File: src/rtl/pec_pkg.sv
package pec_pkg;
  typedef enum logic [3:0] {
    PH_IDLE, PH_ADDR, PH_CMD, PH_DATA, PH_PEC,
    PH_DONE, PH_RADDR, PH_RDATA, PH_RPEC
  } phase_e;
endpackage

File: src/rtl/pec_crc_step.sv
module pec_crc_step #(
  parameter int unsigned    W    = 8,
  parameter logic [W-1:0]   POLY = 8'h07
) (
  input  logic [W-1:0] crc_i,
  input  logic [W-1:0] byte_i,
  output logic [W-1:0] crc_o
);
  logic [W-1:0] st [0:W];

  assign st[0] = crc_i ^ byte_i;
  for (genvar i = 0; i < W; i++) begin : g_bit
    assign st[i+1] = st[i][W-1] ? ({st[i][W-2:0], 1'b0} ^ POLY)
                                : {st[i][W-2:0], 1'b0};
  end
  assign crc_o = st[W];
endmodule

File: src/rtl/pec_seq_fsm.sv
module pec_seq_fsm
  import pec_pkg::*;
#(
  parameter int unsigned  DW   = 8,
  parameter logic [DW-1:0] POLY = 8'h07,
  parameter logic [DW-1:0] FILL = 8'hFF
) (
  input  logic          clk_i,
  input  logic          rst_ni,
  input  logic          cfg_en_i,
  input  logic          start_i,
  input  logic          stop_i,
  input  logic          rx_valid_i,
  input  logic [DW-1:0] rx_byte_i,
  input  logic          tx_req_i,
  input  logic [DW-1:0] rd_data_i,
  output phase_e        phase_o,
  output logic          pend_o,
  output logic [DW-1:0] crc_o,
  output logic [DW-1:0] cmd_o,
  output logic [DW-1:0] data_o,
  output logic          tx_valid_o,
  output logic [DW-1:0] tx_byte_o
);
  phase_e        phase_q;
  logic          pend_q, tx_valid_q;
  logic [DW-1:0] crc_q, cmd_q, data_q, tx_byte_q;
  logic [DW-1:0] upd_byte, crc_nx;

  // transmitted data byte also enters the CRC
  assign upd_byte = (tx_req_i && phase_q == PH_RDATA) ? rd_data_i : rx_byte_i;

  pec_crc_step #(.W(DW), .POLY(POLY)) u_step (
    .crc_i (crc_q),
    .byte_i(upd_byte),
    .crc_o (crc_nx)
  );

  always_ff @(posedge clk_i or negedge rst_ni) begin
    if (!rst_ni) begin
      phase_q    <= PH_IDLE;
      pend_q     <= 1'b0;
      crc_q      <= '0;
      cmd_q      <= '0;
      data_q     <= '0;
      tx_valid_q <= 1'b0;
      tx_byte_q  <= '0;
    end else begin
      tx_valid_q <= 1'b0;
      if (start_i) begin
        pend_q <= 1'b0;
        if (phase_q == PH_DATA) begin
          phase_q <= PH_RADDR;           // repeated start of a read: keep CRC
        end else begin
          phase_q <= PH_ADDR;
          crc_q   <= '0;
        end
      end else if (stop_i) begin
        phase_q <= PH_IDLE;
        pend_q  <= 1'b0;
      end else if (rx_valid_i) begin
        unique case (phase_q)
          PH_ADDR: begin
            crc_q   <= crc_nx;
            phase_q <= PH_CMD;
          end
          PH_CMD: begin
            cmd_q   <= rx_byte_i;
            crc_q   <= crc_nx;
            phase_q <= PH_DATA;
          end
          PH_DATA: begin
            data_q  <= rx_byte_i;
            crc_q   <= crc_nx;
            pend_q  <= 1'b1;
            phase_q <= PH_PEC;
          end
          PH_PEC: begin
            if (cfg_en_i) begin
              pend_q  <= 1'b0;
              phase_q <= PH_DONE;
            end
          end
          PH_RADDR: begin
            crc_q   <= crc_nx;
            phase_q <= PH_RDATA;
          end
          default: ;
        endcase
      end else if (tx_req_i) begin
        tx_valid_q <= 1'b1;
        unique case (phase_q)
          PH_RDATA: begin
            tx_byte_q <= rd_data_i;
            crc_q     <= crc_nx;
            phase_q   <= PH_RPEC;
          end
          PH_RPEC: begin
            tx_byte_q <= cfg_en_i ? crc_q : FILL;
            phase_q   <= PH_DONE;
          end
          default: tx_byte_q <= FILL;
        endcase
      end
    end
  end

  assign phase_o    = phase_q;
  assign pend_o     = pend_q;
  assign crc_o      = crc_q;
  assign cmd_o      = cmd_q;
  assign data_o     = data_q;
  assign tx_valid_o = tx_valid_q;
  assign tx_byte_o  = tx_byte_q;
endmodule

File: src/rtl/pec_policy.sv
module pec_policy
  import pec_pkg::*;
#(
  parameter int unsigned DW = 8
) (
  input  logic          cfg_en_i,
  input  logic          cfg_req_i,
  input  logic          cfg_irq_i,
  input  logic          rx_valid_i,
  input  logic          stop_i,
  input  logic [DW-1:0] rx_byte_i,
  input  phase_e        phase_i,
  input  logic          pend_i,
  input  logic [DW-1:0] crc_i,
  output logic          commit_o,
  output logic          ack_o,
  output logic          irq_set_o
);
  logic pec_rx, pec_ok, end_no_pec, fault;

  always_comb begin
    pec_rx     = rx_valid_i && cfg_en_i && (phase_i == PH_PEC);
    pec_ok     = (rx_byte_i == crc_i);
    end_no_pec = stop_i && pend_i;
    commit_o   = (pec_rx && pec_ok) || (end_no_pec && !(cfg_en_i && cfg_req_i));
    fault      = (pec_rx && !pec_ok) || (end_no_pec && cfg_en_i && cfg_req_i);
    ack_o      = !(pec_rx && !pec_ok);
    irq_set_o  = fault && cfg_en_i && cfg_req_i && cfg_irq_i;
  end
endmodule

File: src/rtl/pec_reg_gate.sv
module pec_reg_gate
  import pec_pkg::*;
#(
  parameter int unsigned   DW   = 8,
  parameter logic [DW-1:0] POLY = 8'h07,
  parameter logic [DW-1:0] FILL = 8'hFF
) (
  input  logic          clk_i,
  input  logic          rst_ni,
  input  logic          cfg_en_i,
  input  logic          cfg_req_i,
  input  logic          cfg_irq_i,
  input  logic          start_i,
  input  logic          stop_i,
  input  logic          rx_valid_i,
  input  logic [DW-1:0] rx_byte_i,
  output logic          ack_valid_o,
  output logic          ack_o,
  input  logic          tx_req_i,
  output logic          tx_valid_o,
  output logic [DW-1:0] tx_byte_o,
  output logic [DW-1:0] rd_addr_o,
  input  logic [DW-1:0] rd_data_i,
  output logic          wr_en_o,
  output logic [DW-1:0] wr_addr_o,
  output logic [DW-1:0] wr_data_o,
  input  logic          irq_clr_i,
  output logic          irq_no
);
  logic          rx_eff, stop_eff, tx_eff;
  phase_e        phase;
  logic          pend, commit, ack_bit, irq_set;
  logic [DW-1:0] crc, cmd, data;
  logic          ack_valid_q, ack_q, wr_en_q, irq_q;
  logic [DW-1:0] wr_addr_q, wr_data_q;

  // START outranks STOP, which outranks byte traffic
  assign stop_eff = stop_i & ~start_i;
  assign rx_eff   = rx_valid_i & ~start_i & ~stop_i;
  assign tx_eff   = tx_req_i & ~rx_valid_i & ~start_i & ~stop_i;

  pec_seq_fsm #(.DW(DW), .POLY(POLY), .FILL(FILL)) u_seq (
    .clk_i     (clk_i),
    .rst_ni    (rst_ni),
    .cfg_en_i  (cfg_en_i),
    .start_i   (start_i),
    .stop_i    (stop_eff),
    .rx_valid_i(rx_eff),
    .rx_byte_i (rx_byte_i),
    .tx_req_i  (tx_eff),
    .rd_data_i (rd_data_i),
    .phase_o   (phase),
    .pend_o    (pend),
    .crc_o     (crc),
    .cmd_o     (cmd),
    .data_o    (data),
    .tx_valid_o(tx_valid_o),
    .tx_byte_o (tx_byte_o)
  );

  pec_policy #(.DW(DW)) u_pol (
    .cfg_en_i  (cfg_en_i),
    .cfg_req_i (cfg_req_i),
    .cfg_irq_i (cfg_irq_i),
    .rx_valid_i(rx_eff),
    .stop_i    (stop_eff),
    .rx_byte_i (rx_byte_i),
    .phase_i   (phase),
    .pend_i    (pend),
    .crc_i     (crc),
    .commit_o  (commit),
    .ack_o     (ack_bit),
    .irq_set_o (irq_set)
  );

  always_ff @(posedge clk_i or negedge rst_ni) begin
    if (!rst_ni) begin
      ack_valid_q <= 1'b0;
      ack_q       <= 1'b0;
      wr_en_q     <= 1'b0;
      wr_addr_q   <= '0;
      wr_data_q   <= '0;
      irq_q       <= 1'b0;
    end else begin
      ack_valid_q <= rx_eff;
      ack_q       <= ack_bit;
      wr_en_q     <= commit;
      if (commit) begin
        wr_addr_q <= cmd;
        wr_data_q <= data;
      end
      if (irq_set)        irq_q <= 1'b1;
      else if (irq_clr_i) irq_q <= 1'b0;
    end
  end

  assign ack_valid_o = ack_valid_q;
  assign ack_o       = ack_q;
  assign wr_en_o     = wr_en_q;
  assign wr_addr_o   = wr_addr_q;
  assign wr_data_o   = wr_data_q;
  assign rd_addr_o   = cmd;
  assign irq_no      = ~irq_q;
endmodule

File: config.mk
export PLATFORM = sky130hd
export DESIGN_NAME = pec_reg_gate
export DESIGN_NICKNAME = d
export VERILOG_FILES = /design/src/rtl/pec_pkg.sv /design/src/rtl/pec_crc_step.sv /design/src/rtl/pec_seq_fsm.sv /design/src/rtl/pec_policy.sv /design/src/rtl/pec_reg_gate.sv
export SDC_FILE = /design/constraint.sdc
export NUM_CORES = 1
export LEC_CHECK = 0
export BUFFER_PORTS_ARGS = -buffer_cell sky130_fd_sc_hd__clkbuf_2
export CAP_MARGIN = 30
export CORE_MARGIN = 5
export CORE_UTILIZATION = 43
export DETAILED_ROUTE_END_ITERATION = 10
export PLACE_DENSITY = 0.77
export REMOVE_ABC_BUFFERS = 1
export SETUP_SLACK_MARGIN = 0.1
export SLEW_MARGIN = 5
export SYNTH_ARGS = -nofsm -noshare
export SYNTH_HDL_FRONTEND = slang
export SYNTH_SLANG_ARGS = --single-unit
File: constraint.sdc
create_clock -name clk_i -period 2.02 [get_ports clk_i]
set_clock_uncertainty 0.05 [all_clocks]
set_input_delay 0.202 -clock clk_i [delete_from_list [all_inputs] [get_ports clk_i]]
set_output_delay 0.202 -clock clk_i [all_outputs]
set_load 0.005 [all_outputs]
**After elaboration in Yosys (flattened, before gate mapping)**

Index checks and enable logic that the tools add are counted.

- Input port bits: 26
- Bits in registers: 58

- Muxes and demuxes: 37
- Eq/ne operators: 14
- Reductions and logical operators: 32
- Bitwise gates (word level): 21

Operators by type and width:

| cell | count |
|---|---|
| $mux 8 | 9 |
| $mux 3 | 9 |
| $not 3->3 | 8 |
| $mux 4 | 5 |
| $pmux 4 s5 | 1 |
| $pmux 8 s2 | 1 |
| $reduce_and 4->1 | 4 |
| $logic_and 1x1->1 | 13 |
| $eq 4x3->1 const B | 3 |
| $mux 1 | 10 |
| $reduce_bool 3->1 | 3 |
| $eq 4x2->1 const B | 2 |
| $eq 8x8->1 | 1 |
| $ne 8x2->1 const B | 1 |
| $pmux 4 s2 | 1 |
| $reduce_bool 4->1 | 2 |
| $xor 8x8->8 | 1 |
| $and 1x1->1 | 6 |
| $not 1->1 | 6 |
| $ne 5x4->1 const B | 1 |
| $reduce_and 5->1 | 1 |
| $reduce_bool 5->1 | 1 |
| $eq 4x1->1 const B | 1 |
| $eq 4x4->1 const B | 1 |
| 9 further kinds | 13 |

**Depth between registers and ports, before layout**

- Depth after elaboration: 28
- Mapped depth: 11
- Depth with buffers taken out: 7

**Cells and area by module**

A second synthesis with hierarchy kept.

- Cell total of the unflattened synthesis: 251
- Area total of the unflattened synthesis: 3170.5 um2

By module, submodules not included:

| module | area an instance (um2) | seq. area each (um2) | times used | cells an instance |
|---|---|---|---|---|
| pec_seq_fsm | 2020.7 | 950.9 | 1 | 169 |
| pec_reg_gate | 783.3 | 500.5 | 1 | 43 |
| pec_crc_step | 206.4 | 0.0 | 1 | 21 |
| pec_policy | 160.2 | 0.0 | 1 | 18 |

**Worst setup path before layout**

Ideal clock, no wire load.

- Kind: input -> register
- From: input start_i
- To: register u_seq.crc_q[6], in the netlist u_seq.crc_o[6]
- Setup time: 0.083 ns
- Path slack: -0.280 ns
- Cell stages on the path: 10
- Path buffers: 3
- Arrival time: 2.167 ns
- Cell sequence: buf_6 or4b_1 buf_2 clkinv_4 buf_8 a21boi_0 o21a_1 or2_2 xnor3_1 o21ai_0

- Cells in the longest elaborated chain, start to end: 16
- Elaborated cells between the ends (all ways): 26
- Those cells by class: eq/ne (3); mux (10); bitwise (9); reduce/logical (4)

Ends and longest elaborated chain:

| item | line | RTL |
|---|---|---|
| from (decl) | pec_reg_gate.sv:13 | `input logic start_i,` |
| $not 1->1 (no line) | -- |  |
| $and 1x1->1 (2 in series) | pec_reg_gate.sv:40 | `assign tx_eff = tx_req_i & ~rx_valid_i & ~start_i & ~stop_i;` |
| $logic_and 1x1->1 | pec_seq_fsm.sv:31 | `assign upd_byte = (tx_req_i && phase_q == PH_RDATA) ? rd_data_i : rx_byte_i;` |
| $mux 8 | pec_seq_fsm.sv:31 |  |
| $xor 8x8->8 | pec_crc_step.sv:11 | `assign st[0] = crc_i ^ byte_i;` |
| $mux 3 | pec_crc_step.sv:13 | `assign st[i+1] = st[i][W-1] ? ({st[i][W-2:0], 1'b0} ^ POLY)` |
| $not 3->3 (no line) | -- |  |
| $mux 3 | pec_crc_step.sv:13 |  |
| $not 3->3 (no line) | -- |  |
| $mux 3 | pec_crc_step.sv:13 |  |
| $mux 8 | pec_seq_fsm.sv:92 | `unique case (phase_q)` |
| $mux 8 | pec_seq_fsm.sv:90 | `end else if (tx_req_i) begin` |
| $mux 8 | pec_seq_fsm.sv:61 | `end else if (rx_valid_i) begin` |
| $mux 8 | pec_seq_fsm.sv:58 | `end else if (stop_i) begin` |
| $mux 8 | pec_seq_fsm.sv:50 | `if (start_i) begin` |
| to (signal assigned) | pec_seq_fsm.sv:64 | `crc_q <= crc_nx;` |
| to (signal assigned) | pec_seq_fsm.sv:69 | `crc_q <= crc_nx;` |
| to (signal assigned) | pec_seq_fsm.sv:95 | `crc_q <= crc_nx;` |
| to (decl) | pec_seq_fsm.sv:27 | `logic [DW-1:0] crc_q, cmd_q, data_q, tx_byte_q;` |

Parallel ways exist; a longest one is shown, timed or not. The select of a mux whose other input is x is not followed.
A chain may end at the register's enable or synchronous reset.

**Worst setup path after layout**

- From: register u_seq.phase_q[2], in the netlist u_seq.phase_o[2]
- To: register u_seq.crc_q[4], in the netlist u_seq.crc_o[4]

- Cells in the longest elaborated chain, start to end: 14
- Elaborated cells between the ends (all ways): 24
- Those cells by class: eq/ne (7); mux (10); bitwise (3); reduce/logical (4)

Ends and longest elaborated chain:

| item | line | RTL |
|---|---|---|
| from (decl) | pec_seq_fsm.sv:25 | `phase_e phase_q;` |
| from (signal assigned) | pec_seq_fsm.sv:41 | `phase_q <= PH_IDLE;` |
| from (signal assigned) | pec_seq_fsm.sv:53 | `phase_q <= PH_RADDR;` |
| from (signal assigned) | pec_seq_fsm.sv:55 | `phase_q <= PH_ADDR;` |
| $eq 4x3->1 | pec_seq_fsm.sv:31, pec_seq_fsm.sv:92 |  |
| $logic_and 1x1->1 | pec_seq_fsm.sv:31 |  |
| $mux 8 | pec_seq_fsm.sv:31 |  |
| $xor 8x8->8 | pec_crc_step.sv:11 |  |
| $mux 3 | pec_crc_step.sv:13 |  |
| $not 3->3 (no line) | -- |  |
| $mux 3 | pec_crc_step.sv:13 |  |
| $not 3->3 (no line) | -- |  |
| $mux 3 | pec_crc_step.sv:13 |  |
| $mux 8 | pec_seq_fsm.sv:92 |  |
| $mux 8 | pec_seq_fsm.sv:90 |  |
| $mux 8 | pec_seq_fsm.sv:61 |  |
| $mux 8 | pec_seq_fsm.sv:58 |  |
| $mux 8 | pec_seq_fsm.sv:50 |  |

Parallel ways exist; a longest one is shown, timed or not. The select of a mux whose other input is x is not followed.

==> impl_metrics.toml <==
[status]
status = "finished, violations left"
failed_checks = "negative setup slack"

[detailed_routing]
drt_iter0_markers = 211
routed_wl_um = 10100
vias = 2975
route.detailed.drc = 0
dr.pass1.iters = 5
detail-route-antenna-nets = 0
vias_per_cell = 5.52
routedWlPerCell_um = 18.7

[yosys]
yosysWarnings = 0
synthXorXnorAreaFrac_pct = 6.97
synthFlopType = "dfrtp_1"
synthDistinctLibCells = 60
synthAdderAreaFrac_pct = 0
yosysSeqAreaShare_pct = 45.7
netlist_instances = 286
synth_area_leaders = "dfrtp_1 (46%), mux2_2 (12%), a21oi_1 (2.7%)"
async_reset_ff_share_pct = 100
synth_edf_count = 0
yosys.area.top_type = "dfrtp_1"
avgSynthCellArea_um2 = 11.1
synth-simple-area-share_pct = 17.5
synth_top_family_by_area = "simple AND/OR/NAND/NOR gates"
synth-compound-area-share_pct = 13.6
synth-seq-cells = 58
syn_area_um2 = 3180
synthMuxAreaShare_pct = 12.7
synth_top_area_share_pct = 45.7

[layout]
layout-drive-gt1-share_pct = 55.9
final_util_pct = 66.3
fillers = 513
diodes = 0
area_growth_pct = 50.5
fin_nets = 461
multi_input_area_um2 = 1900
seq_area_um2 = 1450

[die]
die_h_um = 96.0
io_pins = 63
core_um2 = 7210
die_w_um = 96.0
initial_core_util_pct = 44.1
dieArea_um2 = 9210
core.rowCount = 31

[timing]
slew_violations = 0
maxSlewHeadroom_pct = 79.7
hold_viol = 0
period_share_pct = 108
fin_crit_ns = 2.19
holdWs_ns = 0.0102
setup_ws_ns = -0.170
setup_tns_ns = -1.50
setup_viol = 14
max_freq_ghz = 0.457
worst_slew_pin_slew_ns = 0.302
rsz0062_at_grt = "true"

[critical_path]
critPathCaptureType = "flip-flop"
crit_fanout = 6
arrival_ns = 2.41
worstPathRequired_ns = 2.24
slowest_delay_ns = 0.39
crit_type = "flip-flop to flip-flop"
critical_path.startpoint_type = "flip-flop"
slowest_stage = "dfrtp_1"
critical_path.cell_chain = "and4b_2 > buf_6 > nand2_8 > mux2i_4 > xor2_2 > buf_4 > xor3_1 > o21ai_1"

[power_and_ir_drop]
finalPower_w = 0.00319
leakage_nw = 2.34
cellPowerDensity_nw_per_um2 = 667
peakVddDrop_v = 0.000315

[cts]
clk_path_buf_depth = 2
worstSkewPairLatency_ns = 0.34
cts.sinks = 58
clk_pin_slew_ns = 0.07
htreeDepth = 3
cts_buffers = 9
tritoncts = "built"
root_buffer = "clkbuf_8"

[global_routing]
grt_pass1_vias = 2823
grt.total_usage_pct = 19.9
antenna_found_initial = 0
grt.busiest_layer = "met2"
use_met2_pct = 34.0
overflow = 0
met1_usage_pct = 25.0
met3_usage_pct = 4.30
grt_pass1_wl_um = 13900
grt_max_degree = 59

[min_path]
hold_path_class = "primary input to flip-flop"

[placement]
dp_hpwl_um = 6210
gp_congestion = 0.900
pre_cts_ws_ns = -0.360
port_buffers = 62

[flow_run]
cap_violations = 0
## Yosys cell counts (all sizes together), types with 2 or more instances
library cell,count
buf,9
a22oi,8
a211oi,3
a2bb2oi,2
a21oi,17
o211ai,2
a22o,2
or2,4
nor3,4
nand2,14
nor2b,10
a21boi,3
and3,4
dfrtp,58
nor4,2
nor4b,2
mux2,33
inv,6
nand4b,7
o22ai,3
nand3,8
xnor3,3
nand2b,9
nor2,16
xor2,10
clkbuf,4
a21o,3
nand4,2
xnor2,4
o21ai,16
mux2i,2
## cell families (layout without fill, tap and decap cells)
logic type / Yosys count / after routing
xor+xnor: 18 / 18
buf+inv: 20 / 174
compound gates: 66 / 66
flops: 58 / 58
mux: 35 / 35
simple gates: 89 / 89
## worst max-delay path: cells and delay by family, from the launching register on
kind                   cells  cell delay (ns)
AND/OR/NAND/NOR            2             0.38
buffers and inverters      2             0.31
multiplexers               1             0.25
XOR/XNOR                   2             0.58
flip-flops                 1             0.39
AO/OA/AOI/OAI              1             0.15
## metal layers
metal	part of all wire [%]	wire length, um
met1	39	3970
met2	52	5270
met3	5.8	588
met4	2.3	236
met5	0	0
## cell usage in the layout (no fill, tap or decap), drive strengths merged, types with 2 or more instances in the layout
cell type | synthesis | final
nor4b | 2 | 2
a22o | 2 | 2
clkinvlp | 0 | 2
a2bb2oi | 2 | 2
buf | 9 | 86
nand3 | 8 | 8
a211oi | 3 | 3
a22oi | 8 | 8
o211ai | 2 | 2
nand4 | 2 | 2
xnor2 | 4 | 4
nand4b | 7 | 7
nor4 | 2 | 2
a21oi | 17 | 17
clkbuf | 4 | 75
xnor3 | 3 | 3
and3 | 4 | 4
nand2 | 14 | 14
o21ai | 16 | 16
nor2b | 10 | 10
mux2i | 2 | 2
clkinv | 1 | 4
a21o | 3 | 3
xor2 | 10 | 10
nand2b | 9 | 9
inv | 6 | 6
dfrtp | 58 | 58
nor2 | 16 | 16
mux2 | 33 | 33
o22ai | 3 | 3
a21boi | 3 | 3
nor3 | 4 | 4
or2 | 4 | 4
## state kept, by name, summed over array words and instances, names as in the netlist
name	flops
ack_o	1
u_seq.data_o	8
u_seq.phase_o	4
u_seq.crc_o	8
wr_data_o	8
wr_en_o	1
u_seq.tx_byte_o	8
u_seq.pend_o	1
u_seq.tx_valid_o	1
u_seq.cmd_o	8
ack_valid_o	1
irq_q	1
wr_addr_o	8
## area by class of cell
class,count,share of cell area (%)
multi-input cells,208,39.7
flip-flops and latches,58,30.3
repair buffers,151,22.9
clock buffers,11,2.96
well taps,99,2.59
inverters,7,0.811
clock inverters,5,0.628
## timing repair
item / in CTS / in global routing
endpoints found under the setup margin: 32 / 35
pin swaps: 17 / 20
hold endpoints to repair: 58 / 0
buffers inserted: 8 / 12
gates resized for setup: 28 / 59
cloned: 0 / 2
hold buffers: 1 / 0
## power by group
part	switching [W]	internal [W]
Combinational	0.000386	0.000457
Clock	0.000487	0.000472
Sequential	0.0000945	0.00129
Total	0.000967	0.00222
## through the flow
step,instances,area [um2]
floorplan,273,3100
global placement,503,4060
detailed placement,503,4060
CTS,528,4440
global route,539,4780
finish,539,4780
## final timing paths
check	startpoint	endpoint	slack, ns	cells after the start
max in group asynchronous	rst_ni	u_seq.data_o[7]$_DFFE_PN0P_	1.31	3
min	irq_clr_i	irq_q$_DFFE_PN0P_	0.01	2
min in group asynchronous	rst_ni	wr_addr_o[2]$_DFFE_PN0P_	0.36	3
max reg2reg	u_seq.phase_o[2]$_DFFE_PN0P_	u_seq.crc_o[4]$_DFFE_PN0P_	-0.17	8
max	u_seq.phase_o[2]$_DFFE_PN0P_	u_seq.crc_o[4]$_DFFE_PN0P_	-0.17	8
min reg2reg	wr_addr_o[6]$_DFFE_PN0P_	wr_addr_o[6]$_DFFE_PN0P_	0.46	1
Note: power is estimated with default switching activity, not from simulation.
